===== config.mk =====
export PLATFORM = sky130hd
export DESIGN_NAME = extint_detect
export DESIGN_NICKNAME = d
export VERILOG_FILES = /design/src/rtl/extint_pkg.sv /design/src/rtl/extint_sync.sv /design/src/rtl/extint_chan.sv /design/src/rtl/extint_detect.sv
export SDC_FILE = /design/constraint.sdc
export NUM_CORES = 1
export LEC_CHECK = 0
export BUFFER_PORTS_ARGS = -buffer_cell sky130_fd_sc_hd__clkbuf_2
export CAP_MARGIN = 20
export CORE_AREA = 2 2 39 41
export DETAILED_ROUTE_END_ITERATION = 10
export DIE_AREA = 0 0 41 43
export GPL_TIMING_DRIVEN = 0
export SKIP_CTS_REPAIR_TIMING = 1
export SYNTH_ARGS = -nofsm -noshare
export SYNTH_HDL_FRONTEND = slang
export SYNTH_HIERARCHICAL = 1
export SYNTH_SLANG_ARGS = --single-unit

===== constraint.sdc =====
create_clock -name clk -period 0.91 [get_ports clk]
set_clock_uncertainty 0.15 [all_clocks]
set_input_delay 0.091 -clock clk [delete_from_list [all_inputs] [get_ports clk]]
set_output_delay 0.091 -clock clk [all_outputs]
set_load 0.02 [all_outputs]

===== src/rtl/extint_pkg.sv =====
package extint_pkg;

    typedef enum logic {
        DET_LEVEL = 1'b0,
        DET_FALL  = 1'b1
    } det_mode_e;

    typedef enum logic [1:0] {
        UPD_HOLD,
        UPD_HW,
        UPD_ACK,
        UPD_WR
    } upd_src_e;

    typedef struct packed {
        upd_src_e src;
        logic     val;
    } pend_upd_s;

    // Hardware decision for one strobe: does this sample drive the flag, and to what value
    function automatic pend_upd_s hw_decide(det_mode_e mode, logic prev_hi, logic cur_hi);
        pend_upd_s u;
        u.src = UPD_HOLD;
        u.val = 1'b0;
        if (mode == DET_LEVEL) begin
            u.src = UPD_HW;
            u.val = ~cur_hi;
        end else if (prev_hi && !cur_hi) begin
            u.src = UPD_HW;
            u.val = 1'b1;
        end
        return u;
    endfunction

endpackage


===== src/rtl/extint_sync.sv =====
module extint_sync #(
    parameter int WIDTH  = 2,
    parameter int STAGES = 2
) (
    input  logic             clk,
    input  logic             rst,
    input  logic [WIDTH-1:0] d,
    output logic [WIDTH-1:0] q
);
    logic [WIDTH-1:0] stage_q [STAGES];

    generate
        for (genvar s = 0; s < STAGES; s++) begin : g_stage
            if (s == 0) begin : g_first
                always_ff @(posedge clk) begin
                    if (rst) stage_q[s] <= '1;
                    else     stage_q[s] <= d;
                end
            end else begin : g_next
                always_ff @(posedge clk) begin
                    if (rst) stage_q[s] <= '1;
                    else     stage_q[s] <= stage_q[s-1];
                end
            end
        end
    endgenerate

    assign q = stage_q[STAGES-1];
endmodule


===== src/rtl/extint_chan.sv =====
module extint_chan
    import extint_pkg::*;
(
    input  logic      clk,
    input  logic      rst,
    input  logic      tick,
    input  logic      smp_hi,
    input  det_mode_e mode,
    input  logic      ack,
    input  logic      wr_en,
    input  logic      wr_bit,
    output logic      pend,
    output logic      prev_hi
);
    pend_upd_s hw_u;
    pend_upd_s upd;

    always_comb begin
        hw_u = hw_decide(mode, prev_hi, smp_hi);
        upd  = '{src: UPD_HOLD, val: pend};
        if (tick && hw_u.src == UPD_HW) upd = hw_u;
        else if (ack)                   upd = '{src: UPD_ACK, val: 1'b0};
        else if (wr_en)                 upd = '{src: UPD_WR,  val: wr_bit};
    end

    always_ff @(posedge clk) begin
        if (rst) begin
            pend    <= 1'b0;
            prev_hi <= 1'b1;
        end else begin
            if (upd.src != UPD_HOLD) pend <= upd.val;
            if (tick)                prev_hi <= smp_hi;
        end
    end
endmodule


===== src/rtl/extint_detect.sv =====
module extint_detect
    import extint_pkg::*;
#(
    parameter int NCH         = 2,
    parameter int SYNC_STAGES = 2
) (
    input  logic           clk,
    input  logic           rst,
    input  logic           mc_tick,
    input  logic [NCH-1:0] pin_n,
    input  logic [NCH-1:0] mode_edge,
    input  logic [NCH-1:0] ack,
    input  logic           wr_en,
    input  logic [NCH-1:0] wr_data,
    output logic [NCH-1:0] req
);
    logic [NCH-1:0] smp_q;
    logic [NCH-1:0] prev_q;

    extint_sync #(.WIDTH(NCH), .STAGES(SYNC_STAGES)) u_sync (
        .clk (clk),
        .rst (rst),
        .d   (pin_n),
        .q   (smp_q)
    );

    generate
        for (genvar c = 0; c < NCH; c++) begin : g_ch
            extint_chan u_chan (
                .clk     (clk),
                .rst     (rst),
                .tick    (mc_tick),
                .smp_hi  (smp_q[c]),
                .mode    (det_mode_e'(mode_edge[c])),
                .ack     (ack[c]),
                .wr_en   (wr_en),
                .wr_bit  (wr_data[c]),
                .pend    (req[c]),
                .prev_hi (prev_q[c])
            );
        end
    endgenerate
endmodule


Word level (Yosys, flattened, before mapping)
Memory sizes are Yosys's and may differ from the RTL's. Index checks and enable logic that the tools add are counted.

Bits in registers: 4. Bits in writable memories: 4. Bits of input ports: 12. Output and inout bits: 2. Word-level logic and storage cells: 38. Memories: 1.

Memories: u_sync.stage_q (depth 2, width 2, read ports 2, clocked after Yosys merged registers in 0, wr ports 2, RTL line extint_sync.sv:10) `logic [WIDTH-1:0] stage_q [STAGES];`.

Equal/unequal tests: 2. Multiplexer cells: 15. Bitwise operators: 4. Reductions and logical operators: 12.

Operators with widths (count): 2-to-1 mux 3 bit (8); 2-to-1 mux 2 bit (4); nonzero test 3 bit (2); == test 2 x 1 -> 1 bit, second input constant (2); logical AND 1 bit (4); AND reduction 2 bit (2); nonzero test 2 bit (2); 2-to-1 mux 1 bit (3); zero test 1 bit (2); NOT 1 bit (2); OR 1 bit (2).

Depth between registers and ports, before layout
An unclocked memory read counts as a cell.

Depth after elaboration: 10. Gate-level depth with buffers: 3. Mapped depth without buffers: 3.

Hierarchy
The synthesis kept the hierarchy.

Modules (own cells, without submodules): extint_chan (instances 2, cells each 10, area an instance 111.4 um2, sequential area each 40.0 um2); extint_sync (instances 1, cells each 8, area an instance 105.1 um2, sequential area each 80.1 um2).

Worst setup path after synthesis
OpenSTA, ideal clock, no wires.

Path kind: reg2reg. From: register g_ch[0].u_chan/pend (netlist name). To: register g_ch[0].u_chan.pend. Setup time: 0.096 ns. Data arrival time: 0.700 ns. Data required time: 0.664 ns. Setup slack: -0.035 ns. Cell stages (with the launch flop): 3. Buffers on the path: 0. Clock period less this slack: 0.945 ns. Cell sequence: dfxtp_1 -> mux2i_1 -> o41ai_2.

RTL lines: to (signal assigned) (RTL line extint_chan.sv:31) `if (upd.src != UPD_HOLD) pend <= upd.val;`; to (decl) (RTL line extint_chan.sv:12) `output logic pend,`.

==> impl_metrics.csv <==
group,metric,value,unit
floorplan,io_pins,14,
critical_path,r2r-start,"g_ch[0].u_chan/prev_hi",
detailed_routing,drt_iter0_markers,0,
hold_path,min-delay-start,"pin_n[0]",
timing,finalMaxSlewViolations,0,
timing,finalCritPeriodShare,103.1,%
finish,register_area,163.9,µm²
clocking,cts_sinks,8,
synth,synth_cells,28,
critical_path,r2r_slack,-0.03,ns
synth,synth_seq_cells,8,
detailed_routing,vias,261,
pwr,combPwrFrac,13.1,%
floorplan,core_area,1384,µm²
critical_path,worst-path-stages,2,
finish,drive_above_1_share,61.36,%
finish,final_net_count,58,
detailed_routing,routed_wl,593,µm
synth,async_flop_share,0,%
clocking,clock_path_buffers,2,
timing,rsz0062_at_grt,"yes",
finish,nFillCells,145,
timing,maxSlewHeadroom,85.69,%
grt,antenna_found_initial,0,
timing,finalCriticalPeriod,0.9383,ns
floorplan,dieArea,1763,µm²
critical_path,cpMaxStageDelayCell,"dfxtp_2",
synth,synthTopCellsByArea,"dfxtp_1 49%, o41ai_2 9.9%, nor2b_4 8.4%",
hold_path,hold_path_depth,2,
clocking,htreeDepth,1,
clocking,cts.clk_slew.worst_paths,0.06,ns
synth,ys_top_cells_by_count,"8 x dfxtp_1, 4 x or2_1",
finish,multi_input_area,180.2,µm²
detailed_routing,via_per_inst,4.350,
grt,grt_pass1_vias,247,
pwr,power_switching,0.1643,mW
pwr,p_leak,0.2127,nW
synth,ys_types,10,
synth,synth_nets,40,
synth,yosys_warnings,6,
timing,finalSetupViolCount,4,
critical_path,rr_worst_depth,2,
detailed_routing,wl_per_cell,9.883,µm
floorplan,die_h,43,µm
grt,grt_pass1_wl,917,µm
floorplan,start_util,23.69,%
critical_path,critPathCaptureType,"flop",
grt,grt_max_degree,11,
pwr,p_sw_share,22.24,%
synth,synth_top_area_share,48.85,%
job,drv_cap,0,
clocking,cts_tree,"built",
critical_path,startpoint,"g_ch[0].u_chan/prev_hi",
timing,setup_ws,-0.02832,ns
synth,syn_area,327.8,µm²
critical_path,crit_chain,"nor2b_4, a211o_2",
place,io_buffers,13,
critical_path,arrival,0.93,ns
clocking,insertion_delay,0.25,ns
critical_path,critical_path_required,0.90,ns
floorplan,rows,14,
grt,globalRoute.totalOverflow,0,
synth,yosysSeqAreaShare,48.85,%
pwr,power_frac_seq,50.9,%
synth,synth_ff_type,"dfxtp_1",
hold_path,hold_class,"in -> reg",
critical_path,start_kind,"flop",
finish,n_antenna_cell,0,
pwr,p_int,0.5745,mW
detailed_routing,drc,0,
clocking,numCtsBuffers,3,
timing,finalSetupTns,-0.09752,ns
critical_path,slowest_delay,0.31,ns
pwr,vdd_drop_max,697.9,µV
synth,yosysMostFrequentCell,"dfxtp_1",
finish,area_delta_synth_final,41.60,%
run_status,status,"finished with violations",
timing,hold_violations,4,
critical_path,crit_type,"reg -> reg",
critical_path,critPathBufInv,0,
detailed_routing,dr.pass1.iters,1,
place,routabilityCongestion,0.6351,
floorplan,die_x,41,µm
detailed_routing,detail-route-antenna-nets,0,
clocking,root_buffer,"clkbuf_4",
timing,max_freq,1066,MHz
synth,syn_avg_cell_area,11.71,µm²
synth,synth_largest_area_cell,"dfxtp_1",
timing,worst_pin_slew,0.2124,ns
grt,track_usage,8.635,%
critical_path,crit_family,"flip-flops",
run_status,violations,"negative hold slack, negative setup slack",
pwr,clkPwrFrac,36.0,%
pwr,p_per_area,1592,nW/µm²
critical_path,cp_max_fo,2,
timing,hold_slack,-0.1281,ns
synth,synth_edf_count,0,
final timing paths:
path / end
setup / recovery: g_ch[0].u_chan/prev_hi
hold / removal: u_sync/stage_q[0][0]
setup reg to reg: g_ch[0].u_chan/prev_hi
hold reg to reg: u_sync/stage_q[1][0]
through the flow:
stage               setup slack, ns  utilization (%)  std cells  total power [mW]  area, µm²
finish                     -0.02832            33.54         60            0.7388      464.2
global route               -0.06406            33.54         60            0.7956      464.2
CTS                        -0.08476            31.65         60            0.7535      437.9
detailed placement         -0.02003            30.02         57            0.4697      415.4
global placement          -0.007674            30.02         57            0.4671      415.4
floorplan                  0.004192                -         28            0.4235      330.3
cell usage in the layout (no fill, tap or decap), types with 2 or more instances in the layout:
cell type / Yosys / final
a211o_2: 2 / 2
buf_6: 0 / 2
clkbuf_2: 0 / 11
clkbuf_4: 0 / 3
dfxtp_1: 8 / 5
dfxtp_2: 0 / 3
mux2i_1: 2 / 2
nand2b_1: 2 / 2
nor2_1: 2 / 2
nor2b_4: 2 / 3
o41ai_2: 2 / 2
or2_1: 4 / 4
cell type report:
type / count / share of cell area [%]
multi-input combinational: 20 / 38.81
tap: 16 / 4.313
timing repair buffer: 13 / 16.71
clock buffer: 3 / 4.852
sequential: 8 / 35.31
logic make-up (layout without fill, tap and decap cells):
| kind of cell | after synthesis | count (layout) | share of synthesized area, % |
|---|---|---|---|
| AND/OR/NAND/NOR | 14 | 14 | 29.01 |
| flip-flops | 8 | 8 | 48.85 |
| AO/OA/AOI/OAI | 4 | 4 | 16.03 |
| multiplexers | 2 | 2 | 6.107 |
| buffers and inverters | 0 | 16 | 0 |
power by group through the flow:
| stage | sequential, mW | clock, mW | combinational (mW) |
|---|---|---|---|
| after floorplan | 0.386 | 0 | 0.0375 |
| after global placement | 0.381 | 0 | 0.0858 |
| after detailed placement | 0.382 | 0 | 0.0875 |
| after CTS | 0.375 | 0.291 | 0.0880 |
| after global routing | 0.378 | 0.312 | 0.105 |
| final | 0.376 | 0.266 | 0.0964 |
sequential cells by signal, indices dropped and copies added (netlist names):
name / count
u_sync/stage_q: 4
g_ch.u_chan/pend: 2
g_ch.u_chan/prev_hi: 2
metal layers:
layer / part of all wire [%] / vias up / track usage (%)
met4: 0 / 0 / 4.000
li1: - / 133 / -
met5: 0 / - / 0
met1: 43 / 112 / 7.395
met2: 44 / 16 / 13.13
met3: 12 / 0 / 7.853
(Power assumes the default switching activity.)
